==> src/rtl/nvstore_ctrl.sv <==
module nvstore_ctrl #(
  parameter int AW     = 6,
  parameter int DW     = 8,
  parameter int WR_LAT = 16,
  localparam int DEPTH = 1 << AW,
  localparam int CW    = $clog2(WR_LAT + 1)
) (
  input  logic          clk,
  input  logic          rst_n,
  input  logic          wr_en,
  input  logic [1:0]    wr_sel,
  input  logic [DW-1:0] wr_data,
  input  logic [1:0]    rd_sel,
  output logic [DW-1:0] rd_data,
  output logic          wr_done_irq
);
  localparam logic [1:0] SEL_PTR = 2'd0, SEL_BUF = 2'd1, SEL_CMD = 2'd2, SEL_KEY = 2'd3;
  localparam int B_RD = 0, B_WEN = 1, B_GO = 2, B_FIN = 4;
  localparam logic [DW-1:0] KEY_A = DW'(8'h55);
  localparam logic [DW-1:0] KEY_B = DW'(8'hAA);

  logic [DW-1:0] mem [DEPTH];
  logic [AW-1:0] ptr_q, wptr_q;
  logic [DW-1:0] buf_q, wbuf_q;
  logic          wen_q, fin_q, busy_q;
  logic [CW-1:0] cnt_q;
  logic [1:0]    key_q;

  wire cmd_wr = wr_en && wr_sel == SEL_CMD;
  wire key_wr = wr_en && wr_sel == SEL_KEY;
  wire finish = busy_q && cnt_q == '0;
  wire start  = cmd_wr && !busy_q && wr_data[B_WEN] && wr_data[B_GO] && key_q == 2'd2;

  always_ff @(posedge clk) begin
    if (!rst_n) begin
      ptr_q <= '0;
      buf_q <= '0;
      wen_q <= 1'b0;
      fin_q <= 1'b0;
      busy_q <= 1'b0;
      cnt_q <= '0;
      key_q <= 2'd0;
      wptr_q <= '0;
      wbuf_q <= '0;
      wr_done_irq <= 1'b0;
    end else begin
      wr_done_irq <= finish;
      if (finish) busy_q <= 1'b0;
      else if (busy_q) cnt_q <= cnt_q - 1'b1;
      if (wr_en && wr_sel == SEL_PTR) ptr_q <= wr_data[AW-1:0];
      if (wr_en && wr_sel == SEL_BUF) buf_q <= wr_data;
      if (cmd_wr) begin
        wen_q <= wr_data[B_WEN];
        key_q <= 2'd0;
        if (wr_data[B_RD]) buf_q <= mem[ptr_q];
      end
      if (finish) fin_q <= 1'b1;
      else if (cmd_wr) fin_q <= fin_q & wr_data[B_FIN];
      if (start) begin
        busy_q <= 1'b1;
        cnt_q <= CW'(WR_LAT - 1);
        wptr_q <= ptr_q;
        wbuf_q <= buf_q;
      end
      if (key_wr) begin
        if (wr_data == KEY_A) key_q <= 2'd1;
        else if (key_q == 2'd1 && wr_data == KEY_B) key_q <= 2'd2;
        else key_q <= 2'd0;
      end
    end
  end

  always_ff @(posedge clk)
    if (finish) mem[wptr_q] <= wbuf_q;

  always_comb begin
    rd_data = '0;
    case (rd_sel)
      SEL_PTR: rd_data[AW-1:0] = ptr_q;
      SEL_BUF: rd_data = buf_q;
      SEL_CMD: begin
        rd_data[B_WEN] = wen_q;
        rd_data[B_GO]  = busy_q;
        rd_data[B_FIN] = fin_q;
      end
      default: rd_data = '0;
    endcase
  end
endmodule

==> config.mk <==
export PLATFORM = sky130hd
export DESIGN_NAME = nvstore_ctrl
export DESIGN_NICKNAME = d
export VERILOG_FILES = /design/src/rtl/nvstore_ctrl.sv
export SDC_FILE = /design/constraint.sdc
export NUM_CORES = 1
export LEC_CHECK = 0
export BUFFER_PORTS_ARGS = -buffer_cell sky130_fd_sc_hd__buf_4
export CAP_MARGIN = 20
export CORE_UTILIZATION = 67
export DETAILED_ROUTE_END_ITERATION = 16
export PLACE_DENSITY = 0.84
export SYNTH_ARGS = -nofsm -noshare
export SYNTH_HDL_FRONTEND = slang
export SYNTH_SLANG_ARGS = --single-unit
==> constraint.sdc <==
create_clock -name clk -period 3.65 [get_ports clk]
set_clock_uncertainty 0.2 [all_clocks]
set_input_delay 0.73 -clock clk [delete_from_list [all_inputs] [get_ports clk]]
set_output_delay 0.73 -clock clk [all_outputs]
set_load 0.01 [all_outputs]
Yosys cells after proc, flatten, opt, wreduce, memory -nomap -nowiden:

Memories as Yosys holds them, arrays and structs flattened. A register that Yosys moved wholly into a read port is not among the register bits.
Index checks and enable logic that the tools add are counted.

* add/subtract/negate cells: 1
* equal/unequal tests: 10
* mux-type cells: 24
* bitwise logic cells: 3
* reductions and logical operators: 21

Operators with widths (count)
* $mux W8: 3
* $mux W4: 3
* $mux W6: 2
* $logic_and A1 B1 Y1: 10
* $mux W2: 5
* $eq A2 B2 Y1 const B: 4
* $eq A8 B7 Y1 const B: 1
* $eq A8 B8 Y1 const B: 1
* $reduce_bool A2 Y1: 4
* $eq A2 B1 Y1 const B: 3
* $mux W1: 6
* $pmux W1 S2: 3
* $pmux W2 S3: 1
* $logic_not A5 Y1: 1
* $sub A5 B1 Y5 const B: 1
* $logic_not A2 Y1: 2
* $reduce_and A2 Y1: 2
* $pmux W1 S3: 1
* $ne A2 B1 Y1 const B: 1
* $not A1 Y1: 2
* $reduce_or A2 Y1: 1
* $and A1 B1 Y1: 1
* $logic_not A1 Y1: 1

* flip-flop bits (word level): 39
* memory bits (writable): 512
* input port bits: 15
* output and inout bits: 9
* logic and storage cells: 71
* memories kept: 1

Memories
* mem: words 64, bits a word 8, rd ports 1, clocked after Yosys merged registers in 1, write ports 1, line 22 `logic [DW-1:0] mem [DEPTH];`

Longest topological paths before layout:

* word-level depth: 8
* depth in mapped cells: 8

Worst setup path after synthesis:

No wires, ideal clock.

* kind: register to register
* start point: reg cnt_q[0]
* end point: mem mem[62][0] (enable)
* library setup time: 0.370 ns
* arrival time: 1.900 ns
* setup slack: 1.179 ns
* cell stages (with the launch flop): 9
* path buffers: 1
* cell sequence: dfxtp_1 -> inv_1 -> ha_1 -> and4bb_2 -> and2_1 -> clkbuf_2 -> nor2b_1 -> nand3_1 -> nor2_1

* word-level cells in the longest chain between the ends: 4

RTL lines
* start, declared: line 26 `logic [CW-1:0] cnt_q;`
* start signal, assigned: line 49 `else if (busy_q) cnt_q <= cnt_q - 1'b1;`
* start signal, assigned: line 61 `cnt_q <= CW'(WR_LAT - 1);`
* $logic_not A5 Y1: line 31 `wire finish = busy_q && cnt_q == '0;`
* $logic_and A1 B1 Y1: line 31
* $mux W1: line 74 `if (finish) mem[wptr_q] <= wbuf_q;`
* $mux W1 (not written as such): line 74
* end, declared: line 22

Every way passes these cells.

Worst setup path in the final report:

* start point: reg cnt_q[0]
* end point: mem mem[14][3] (enable)

Same word-level chain as after synthesis.

==> out/results.ini <==
[timing]
fin_tns_setup_ns = 0
maxSlewHeadroom = 0.244
timing.final.crit_share = 0.895
setup_violations = 0
tightest_slew_ns = 1.13
finalHoldViolCount = 0
maxSlewViolCount = 0
rsz0062_at_grt = false
max_freq_mhz = 306
fin_crit_ns = 3.27

[worst_setup_path]
rrSetupSlack_ns = 0.38
rr_endpoint = mem[14][3]
critPathLaunchType = register
worstSetupEndpointType = register
critPathKind = reg2reg
startpoint = cnt_q[0]
required_ns = 3.65
path_depth = 7
rr_startpoint = cnt_q[0]
crit_family = simple AND/OR/NAND/NOR gates
reg2regPathDepth = 7
crit_buf_inv = 1
crit_path_top_delay_cell = nor2_1
crit_fanout = 8
setup.worst_path.end = mem[14][3]
path_cells = inv_1, ha_1, and4bb_2, and2_1, nor2b_1, nand3_1, nor2_1
slowest_delay_ns = 0.73
cp_data_arrival_time_ns = 3.27

[logic_synthesis]
synth_top_family_by_area = multiplexers
synthAdderAreaFrac = 0.000574
yosysTopAreaCell = edfxtp_1
syn_nets = 1142
ys_ff_latch = 557
yosysUniqueCellTypes = 58
synthFlopType = edfxtp_1
seq_area_frac_synth = 0.747
synthTopCellsByArea = edfxtp_1 71%, mux4_2 13%, dfxtp_1 4.1%
async_reset_ff_frac = 0
synth_cells = 1126
synth_commonest_cells = 512 x edfxtp_1, 128 x mux4_2, 94 x nor2_1, 47 x nand2_1, 45 x dfxtp_1
synth-edff-count = 512
yosysWarnings = 0
synthMuxAreaShare = 0.148
syn_area_sq_mm = 0.0218
synth-simple-area-share = 0.0481
syn_area_per_cell_sq_um = 19.4
synth.top_cell.area_share = 0.706
synth-compound-area-share = 0.0359
yosysMostFrequentCell = edfxtp_1
synthXorXnorAreaFrac = 0.00161

[layout]
area.growth.synth_to_final_pct = 11.5
instances_no_fill = 1686
nets = 1227
fin_area_sq_mm = 0.0243
drive_gt1_frac = 0.258
multi_input_area_sq_mm = 0.00511
fillers = 1553
seq_area_sq_mm = 0.0163

[floorplanning]
initial_core_util = 0.685
core_sq_mm = 0.0318
die_w_microns = 182
die-area_sq_mm = 0.0332
rows = 65
die_height_microns = 182
io_pins = 24

[place]
place_inst = 1592
dp_hpwl_mm = 30.3
io_buffer_count = 23
place_area_sq_mm = 0.0227
gp_congestion = 0.903

[cts]
insertion_delay_ns = 0.57
cts_made_buffers = 52
hold_buffers = 0
ctsResizeCount = 0
clock_sinks = 557
clk_pin_slew_ns = 0.06
htreeDepth = 2
cts_tree = yes
clock_path_buffers = 3
cts_root_buf = clkbuf_16
post_cts_buffers = 0

[power_and_ir_drop]
cellPowerDensity_mw_per_mm2 = 504
total_power_uw = 12300
power.leakage_uw = 0.00621
ir_worst_vdd_uv = 343

[detailed_routing]
drcViolationCount = 0
wl_mm = 51.3
dr.pass1.iters = 6
avgRoutedWirePerCell_microns = 30.4
viasPerCell = 6.94
drtIter0Drc = 1729
routed-via-count = 11702
ant_nets = 0

[status]
status = completed

[global_route]
grt_max_degree = 57
gr-total-overflow = 0
grt_pass1_wl_mm = 76.8
grt_pass1_vias = 11829
groute.usage.overall = 0.322
grt_antenna_before_repair = 1

[job]
max_cap_violations = 0

[worst_hold_path]
hp-class = reg2reg

cells by family (layout without fill, tap and decap cells):
logic type | count (synthesis) | after routing
buffers and inverters | 69 | 193
adders and majority gates | 1 | 1
other | 0 | 1
xor gates and xnor gates | 4 | 4
AOI/OAI and AO/OA | 110 | 110
muxes | 162 | 162
DFF | 557 | 557
and+or+nand+nor | 223 | 223
layer usage:
metal,up-vias,track usage,wire [microns]
met1,5859,0.446,18300
met3,197,0.0704,5910
met2,923,0.501,24300
li1,4723,-,-
met4,0,0.148,2770
met5,-,0,0
registers in the layout (all words and copies together), names as in the netlist, named ones only:
signal       count
mem            512
buf_q            8
wbuf_q           8
ptr_q            6
wptr_q           6
cnt_q            5
key_q            2
busy_q           1
fin_q            1
wen_q            1
wr_done_irq      1
area by class of cell:
class                   instances  area share
flip-flops and latches        557       0.670
multi-input cells             500       0.210
diodes                          1    0.000103
repair buffers                 95      0.0309
inverters                       5    0.000772
clock inverters                21     0.00659
clock buffers                  72      0.0585
well taps                     435      0.0224
power by group:
| group | switching (uW) | total [uW] | leakage, uW | internal (uW) |
|---|---|---|---|---|
| logic | 127 | 231 | 0.00151 | 104 |
| registers | 31.3 | 6900 | 0.00393 | 6870 |
| clock network | 2260 | 5120 | 0.000767 | 2860 |
| total | 2420 | 12300 | 0.00621 | 9830 |
through the flow:
stage | utilization | hold slack, ns | setup WS (ns)
2_1_floorplan | - | 0.227 | 1.18
4_1_cts | 0.764 | 0.266 | 0.459
6_report | 0.764 | 0.266 | 0.382
3_3_place_gp | 0.714 | 0.240 | 0.568
3_5_place_dp | 0.714 | 0.261 | 0.460
5_1_grt | 0.764 | 0.295 | 0.197
worst min-delay path: cells and delay by family (launching register included):
kind             cells  cell delay (ns)
flip-flops           1             0.33
AND/OR/NAND/NOR      2             0.10
cell usage in the layout (no fill, tap or decap), types with 8 or more instances in the layout:
cell	netlist	final
a21boi_0	20	20
a21oi_1	15	15
a22oi_1	17	17
buf_4	5	92
clkbuf_1	21	14
clkbuf_16	0	53
dfxtp_1	45	34
dfxtp_2	0	9
edfxtp_1	512	512
mux2i_1	27	27
mux4_2	128	128
nand2_1	47	47
nand3_1	30	30
nor2_1	94	94
nor2b_1	15	15
o2111ai_1	8	8
o21ai_0	18	18
o22ai_1	8	8
how the worst min path moves through the flow:
| stage | from | to | slack (ns) | depth (start not counted) |
|---|---|---|---|---|
| after global placement | cnt_q[4] | cnt_q[4] | 0.24 | 2 |
| after global routing | wr_data[1] | wen_q | 0.29 | 3 |
| after CTS | wr_data[7] | key_q[1] | 0.27 | 3 |
| after detailed placement | cnt_q[4] | cnt_q[4] | 0.26 | 2 |
| final | cnt_q[4] | cnt_q[4] | 0.27 | 2 |
| after floorplan | cnt_q[4] | cnt_q[4] | 0.23 | 2 |
(Power assumes the default switching activity.)
